$ cat src/rtl/fsg_pkg.sv
package fsg_pkg;
    typedef enum logic [1:0] {
        PH_RUN   = 2'd0,
        PH_ENTER = 2'd1,
        PH_HELD  = 2'd2
    } phase_e;

    localparam int POLL_BIT = 7;
    localparam int TGL_BIT  = 6;
    localparam int STGL_BIT = 2;
endpackage

$ cat src/rtl/fsg_read_strobe.sv
module fsg_read_strobe (
    input  logic clk,
    input  logic rst_n,
    input  logic ce,
    input  logic oe,
    output logic strobe
);
    typedef struct packed {
        logic oe_seen;
    } strobe_st_t;

    strobe_st_t st_d, st_q;

    always_comb begin
        st_d = st_q;
        st_d.oe_seen = oe;
    end

    always_ff @(posedge clk) begin
        if (!rst_n) st_q <= '0;
        else        st_q <= st_d;
    end

    assign strobe = ce & oe & ~st_q.oe_seen;

    // a level held high never strobes twice in a row
    a_r2_single_strobe: assert property (@(posedge clk) disable iff (!rst_n)
        strobe |=> !strobe);
endmodule

$ cat src/rtl/fsg_suspend_ctl.sv
module fsg_suspend_ctl #(
    parameter int SUSP_LAT = 2000
) (
    input  logic clk,
    input  logic rst_n,
    input  logic busy,
    input  logic is_erase,
    input  logic susp_cmd,
    input  logic resume_cmd,
    output logic suspended
);
    import fsg_pkg::*;

    localparam int CW = $clog2(SUSP_LAT) + 1;
    localparam logic [CW-1:0] LAST_CNT = CW'(SUSP_LAT - 1);

    typedef struct packed {
        phase_e        ph;
        logic [CW-1:0] cnt;
    } susp_st_t;

    susp_st_t st_d, st_q;

    always_comb begin
        st_d = st_q;
        if (!busy) begin
            st_d.ph  = PH_RUN;
            st_d.cnt = '0;
        end else begin
            unique case (st_q.ph)
                PH_RUN: begin
                    if (susp_cmd && is_erase) begin
                        st_d.ph  = PH_ENTER;
                        st_d.cnt = '0;
                    end
                end
                PH_ENTER: begin
                    if (st_q.cnt == LAST_CNT) st_d.ph = PH_HELD;
                    else                      st_d.cnt = st_q.cnt + 1'b1;
                end
                PH_HELD: begin
                    if (resume_cmd) st_d.ph = PH_RUN;
                end
                default: st_d.ph = PH_RUN;
            endcase
        end
    end

    always_ff @(posedge clk) begin
        if (!rst_n) st_q <= '{ph: PH_RUN, cnt: '0};
        else        st_q <= st_d;
    end

    assign suspended = (st_q.ph == PH_HELD);

    // dropping busy always releases the suspend
    a_r10_busy_drop_clears: assert property (@(posedge clk) disable iff (!rst_n)
        !busy |=> !suspended);
    // a suspend command during a program is ignored
    a_r7_program_stays_running: assert property (@(posedge clk) disable iff (!rst_n)
        (st_q.ph == PH_RUN && !is_erase) |=> st_q.ph == PH_RUN);
    // the held phase is reached only through the entry phase
    a_r7_held_via_entry: assert property (@(posedge clk) disable iff (!rst_n)
        $rose(suspended) |-> $past(st_q.ph == PH_ENTER));
endmodule

$ cat src/rtl/fsg_toggle_bits.sv
module fsg_toggle_bits (
    input  logic clk,
    input  logic rst_n,
    input  logic strobe,
    input  logic busy,
    input  logic suspended,
    input  logic sector_hit,
    output logic tgl_run,
    output logic tgl_sect
);
    typedef struct packed {
        logic run;
        logic sect;
    } tgl_st_t;

    tgl_st_t st_d, st_q;

    always_comb begin
        st_d = st_q;
        if (strobe && busy) begin
            if (!suspended)      st_d.run  = ~st_q.run;
            else if (sector_hit) st_d.sect = ~st_q.sect;
        end
    end

    always_ff @(posedge clk) begin
        if (!rst_n) st_q <= '0;
        else        st_q <= st_d;
    end

    assign tgl_run  = st_q.run;
    assign tgl_sect = st_q.sect;

    // no bit-6 activity while idle
    a_r6_run_hold_idle: assert property (@(posedge clk) disable iff (!rst_n)
        !busy |=> $stable(tgl_run));
    // every strobe in a running operation inverts bit 6
    a_r3_run_flips: assert property (@(posedge clk) disable iff (!rst_n)
        (strobe && busy && !suspended) |=> (tgl_run != $past(tgl_run)));
    // bit 2 changes only while suspended
    a_r8_sect_hold_unsuspended: assert property (@(posedge clk) disable iff (!rst_n)
        !suspended |=> $stable(tgl_sect));
    // reads of other sectors leave bit 2 alone
    a_r9_sect_hold_other: assert property (@(posedge clk) disable iff (!rst_n)
        !sector_hit |=> $stable(tgl_sect));
endmodule

$ cat src/rtl/flash_poll_status.sv
module flash_poll_status #(
    parameter int AW       = 20,
    parameter int DW       = 16,
    parameter int SW       = 6,
    parameter int SUSP_LAT = 2000
) (
    input  logic          clk,
    input  logic          rst_n,
    input  logic          rd_ce,
    input  logic          rd_oe,
    input  logic [AW-1:0] rd_addr,
    input  logic [DW-1:0] arr_data,
    input  logic          op_busy,
    input  logic          op_is_erase,
    input  logic [DW-1:0] last_data,
    input  logic          susp_cmd,
    input  logic          resume_cmd,
    input  logic [SW-1:0] susp_sector,
    output logic [DW-1:0] rd_data,
    output logic          suspended
);
    import fsg_pkg::*;

    localparam int LOW_AW = AW - SW;

    logic          strobe;
    logic          tgl_run, tgl_sect;
    logic          sector_hit;
    logic          poll_bit;
    logic          show_status;
    logic [DW-1:0] status_word;
    logic [SW-1:0] rd_sector;
    logic          unused_bits;

    assign rd_sector   = rd_addr[AW-1 -: SW];
    assign sector_hit  = (rd_sector == susp_sector);
    assign unused_bits = ^{rd_addr[LOW_AW-1:0], last_data[DW-1:POLL_BIT+1], last_data[POLL_BIT-1:0]};

    fsg_read_strobe u_strobe (
        .clk    (clk),
        .rst_n  (rst_n),
        .ce     (rd_ce),
        .oe     (rd_oe),
        .strobe (strobe)
    );

    fsg_suspend_ctl #(.SUSP_LAT(SUSP_LAT)) u_susp (
        .clk        (clk),
        .rst_n      (rst_n),
        .busy       (op_busy),
        .is_erase   (op_is_erase),
        .susp_cmd   (susp_cmd),
        .resume_cmd (resume_cmd),
        .suspended  (suspended)
    );

    fsg_toggle_bits u_tgl (
        .clk        (clk),
        .rst_n      (rst_n),
        .strobe     (strobe),
        .busy       (op_busy),
        .suspended  (suspended),
        .sector_hit (sector_hit),
        .tgl_run    (tgl_run),
        .tgl_sect   (tgl_sect)
    );

    assign poll_bit    = (op_is_erase || suspended) ? 1'b0 : ~last_data[POLL_BIT];
    assign show_status = op_busy && (!suspended || sector_hit);

    for (genvar b = 0; b < DW; b++) begin : g_status
        if (b == POLL_BIT) begin : g_poll
            assign status_word[b] = poll_bit;
        end else if (b == TGL_BIT) begin : g_run
            assign status_word[b] = tgl_run;
        end else if (b == STGL_BIT) begin : g_sect
            assign status_word[b] = tgl_sect;
        end else begin : g_zero
            assign status_word[b] = 1'b0;
        end
    end

    assign rd_data = show_status ? status_word : arr_data;

    // idle reads are transparent
    a_r1_idle_passthrough: assert property (@(posedge clk) disable iff (!rst_n)
        !op_busy |-> rd_data == arr_data);
    // program polling shows the inverted data bit
    a_r4_program_poll: assert property (@(posedge clk) disable iff (!rst_n)
        (op_busy && !op_is_erase && !suspended) |-> rd_data[POLL_BIT] == ~last_data[POLL_BIT]);
    // erase polling reads 0 on the polled bit
    a_r5_erase_poll: assert property (@(posedge clk) disable iff (!rst_n)
        (op_busy && op_is_erase && !suspended) |-> rd_data[POLL_BIT] == 1'b0);
    // other sectors read true data during suspend
    a_r9_other_sector_data: assert property (@(posedge clk) disable iff (!rst_n)
        (op_busy && suspended && !sector_hit) |-> rd_data == arr_data);
endmodule

$ cat config.mk
export PLATFORM = sky130hd
export DESIGN_NAME = flash_poll_status
export DESIGN_NICKNAME = d
export VERILOG_FILES = /design/src/rtl/fsg_pkg.sv /design/src/rtl/fsg_read_strobe.sv /design/src/rtl/fsg_suspend_ctl.sv /design/src/rtl/fsg_toggle_bits.sv /design/src/rtl/flash_poll_status.sv
export SDC_FILE = /design/constraint.sdc
export NUM_CORES = 1
export LEC_CHECK = 0
export CORE_UTILIZATION = 37
export DETAILED_ROUTE_END_ITERATION = 10
export HOLD_SLACK_MARGIN = 0.06
export PLACE_DENSITY = 0.89
export SYNTH_ARGS = -nofsm -noshare
export SYNTH_HDL_FRONTEND = slang
export SYNTH_SLANG_ARGS = --single-unit
export TNS_END_PERCENT = 100
$ cat constraint.sdc
create_clock -name clk -period 4.35 [get_ports clk]
set_clock_uncertainty 0.05 [all_clocks]
set_input_delay 1.0875 -clock clk [delete_from_list [all_inputs] [get_ports clk]]
set_output_delay 1.0875 -clock clk [all_outputs]
set_load 0.02 [all_outputs]
==> run_results.csv <==
group,metric,value,unit
worst_setup_path,required,3.21,ns
worst_setup_path,start_kind,"input pin",
layout,diodes,0,
route,num_vias,1317,
synthesis,synth_cell_types,45,
power,power,0.341,mW
worst_setup_path,cpLargestDelayFamily,"buffers and inverters",
hold_path,hp-class,"reg2reg",
synthesis,synth_nets,211,
floorplanning,core_area,2850,um2
timing,relSlewSlack,50.1,%
synthesis,postSynth.asyncResetShare,0,%
timing,max_freq,0.235,GHz
layout,nNetsFinal,265,
layout,drive_gt1_share,6.09,%
synthesis,synth_area_leaders,"dfxtp_1 29%, a21boi_0 9.1%, xnor2_1 4.5%, nand2_1 4.2%, a21oi_1 3.9%",
timing,rsz0062_at_grt,"no",
place,portBuffers,53,
route,dr.pass1.iters,4,
floorplanning,floorplan.rows,19,
place,place_inst,223,
global_routing,grtUsageTotal,18.9,%
route,drc_errors,0,
power,peakVddDrop,86.8,uV
worst_setup_path,crit_chain,"clkdlybuf4s50_1 > xnor2_1 > nand4_1 > or3_1 > nand3_1 > clkdlybuf4s50_1",
layout,final_cells,228,
layout,area_delta_synth_final,50.2,%
route,drt_iter0_drc,68,
worst_setup_path,cpMaxStageDelayCell,"clkdlybuf4s50_1",
synthesis,synthFlopType,"dfxtp_1",
clock_tree,htreeDepth,1,
worst_setup_path,crit_arrival,3.11,ns
global_routing,overflow,0,
route,finalWirelength,3050,um
floorplanning,die-height,58.0,um
worst_setup_path,crit_type,"in2out",
place,place_ws,0.0979,ns
global_routing,grt_max_degree,17,
synthesis,yosysSeqAreaShare,29.3,%
clock_tree,cts.reportedPaths.clkPinSlew,0.10,ns
synthesis,synth.top_cell.area_share,29.3,%
timing,finalWorstSetupSlack,0.101,ns
synthesis,synth_seq_cells,17,
global_routing,antenna_found_initial,0,
synthesis,synth_warnings,0,
floorplanning,io_pins,83,
power,p_leak,0.573,nW
timing,setup_tns,0,ns
timing,tightest_slew,0.747,ns
floorplanning,die_w,58.0,um
clock_tree,clk_path_buf_depth,2,
worst_setup_path,critPathMaxFanout,6,
timing,setup_viol,0,
route,vias_per_cell,5.78,
clock_tree,clk_latency,0.29,ns
layout,final_common_cell,"clkdlybuf4s50_1",
global_routing,first_global_vias,1253,
place,placed_area,1710,um2
power,cellPowerDensity,195,nW/um2
worst_setup_path,slowest_delay,0.62,ns
timing,fin_crit,4.25,ns
route,wl_per_cell,13.4,um
worst_setup_path,crit_path_end_kind,"output pin",
run,maxCapViolCount,0,
worst_setup_path,cp_num_buf_inv,2,
global_routing,grt_pass1_wl,5080,um
clock_tree,cts_root_buf,"clkbuf_4",
synthesis,netlist_instances,144,
floorplanning,dieArea,3370,um2
synthesis,synth_edf_count,0,
route,ant_nets,0,
synthesis,yosys.area.top_type,"dfxtp_1",
place,post-dp-hpwl,2410,um
clock_tree,post_cts_resized,0,
place,gp_congestion,0.896,
timing,slew_viol_final,0,
synthesis,syn_avg_cell_area,8.06,um2
layout,final_cell_mix,"53 x clkdlybuf4s50_1, 17 x dfxtp_1, 14 x a21boi_0",
status,outcome,"completed",
floorplanning,start_util,40.7,%
synthesis,syn_area,1160,um2
worst_setup_path,worst_path_most_repeated_cell,"clkdlybuf4s50_1",
layout,design_area,1740,um2
clock_tree,cts_tree,"yes",
timing,finalHoldViolations,0,
clock_tree,cts_made_buffers,3,
timing,post-route-period-util,97.7,%
clock_tree,cts.sinks,17,
worst reg2reg max path: stages (launching register included):
cell and delay [ns]:
dfxtp_1 0.42, nor2b_1 0.64, o41ai_1 0.22, or4b_2 0.65, a21oi_1 0.17
Yosys cell counts, types with 5 or more instances:
master     n
o21ai_0    6
nand2_1   13
dfxtp_1   17
xnor2_1    6
nor2_1     9
clkbuf_1   5
a21boi_0  14
a21oi_1    9
routing by layer:
layer / track usage, % / part of all wire [%]
met1: 23.2 / 47
met2: 33.5 / 47
met3: 3.35 / 5.1
met4: 5.78 / 1.1
met5: 0 / 0
final timing paths:
check                                                  start                            to  slack (ns)  cells past startpoint
worst min register to register   u_tgl.tgl_sect$_SDFFE_PN0P_   u_tgl.tgl_sect$_SDFFE_PN0P_        0.44                      2
worst max-delay path                             rd_addr[17]                    rd_data[2]        0.10                      6
worst min-delay path             u_tgl.tgl_sect$_SDFFE_PN0P_   u_tgl.tgl_sect$_SDFFE_PN0P_        0.44                      2
worst max register to register  u_susp.st_q[12]$_SDFFE_PN0P_  u_susp.st_q[10]$_SDFFE_PN0P_        2.11                      4
layout make-up:
class	instances	area, um2
tap	31	38.8
multi-input combinational	118	778
fill	249	1110
sequential	17	340
clock buffer	4	26.3
inverter	2	7.51
timing repair buffer	56	553
sequential cells by signal (all words and copies together) (netlist names):
| signal | count |
|---|---|
| u_strobe.st_q | 1 |
| u_susp.st_q | 14 |
| u_tgl.tgl_run | 1 |
| u_tgl.tgl_sect | 1 |
through the flow:
step                      hold WS (ns)  utilization (%)
after detailed placement         0.421             60.0
after floorplan                  0.393                -
after CTS                        0.439             60.9
after global placement           0.405             60.0
after global routing             0.453             61.1
final                            0.435             61.1
where the power goes:
group / switching, mW / total (mW) / internal (mW)
registers: 0.00121 / 0.158 / 0.157
logic: 0.0415 / 0.0991 / 0.0577
clock network: 0.0476 / 0.0833 / 0.0357
repair_timing:
item	4_1_cts	5_1_grt
hold endpoints to repair	0	0
hold buffers	0	0
setup endpoints to repair	0	3
setup buffers	0	1
cells by family after synthesis:
kind of cell	count (synthesis)	share of synthesized area, %
xor gates and xnor gates	6	4.53
DFF	17	29.3
AOI/OAI and AO/OA	51	30.6
muxes	2	1.72
and+or+nand+nor	58	29.1
buffers and inverters	9	3.66
adders and majority gates	1	1.08
Note: power is estimated with default switching activity, not from simulation.
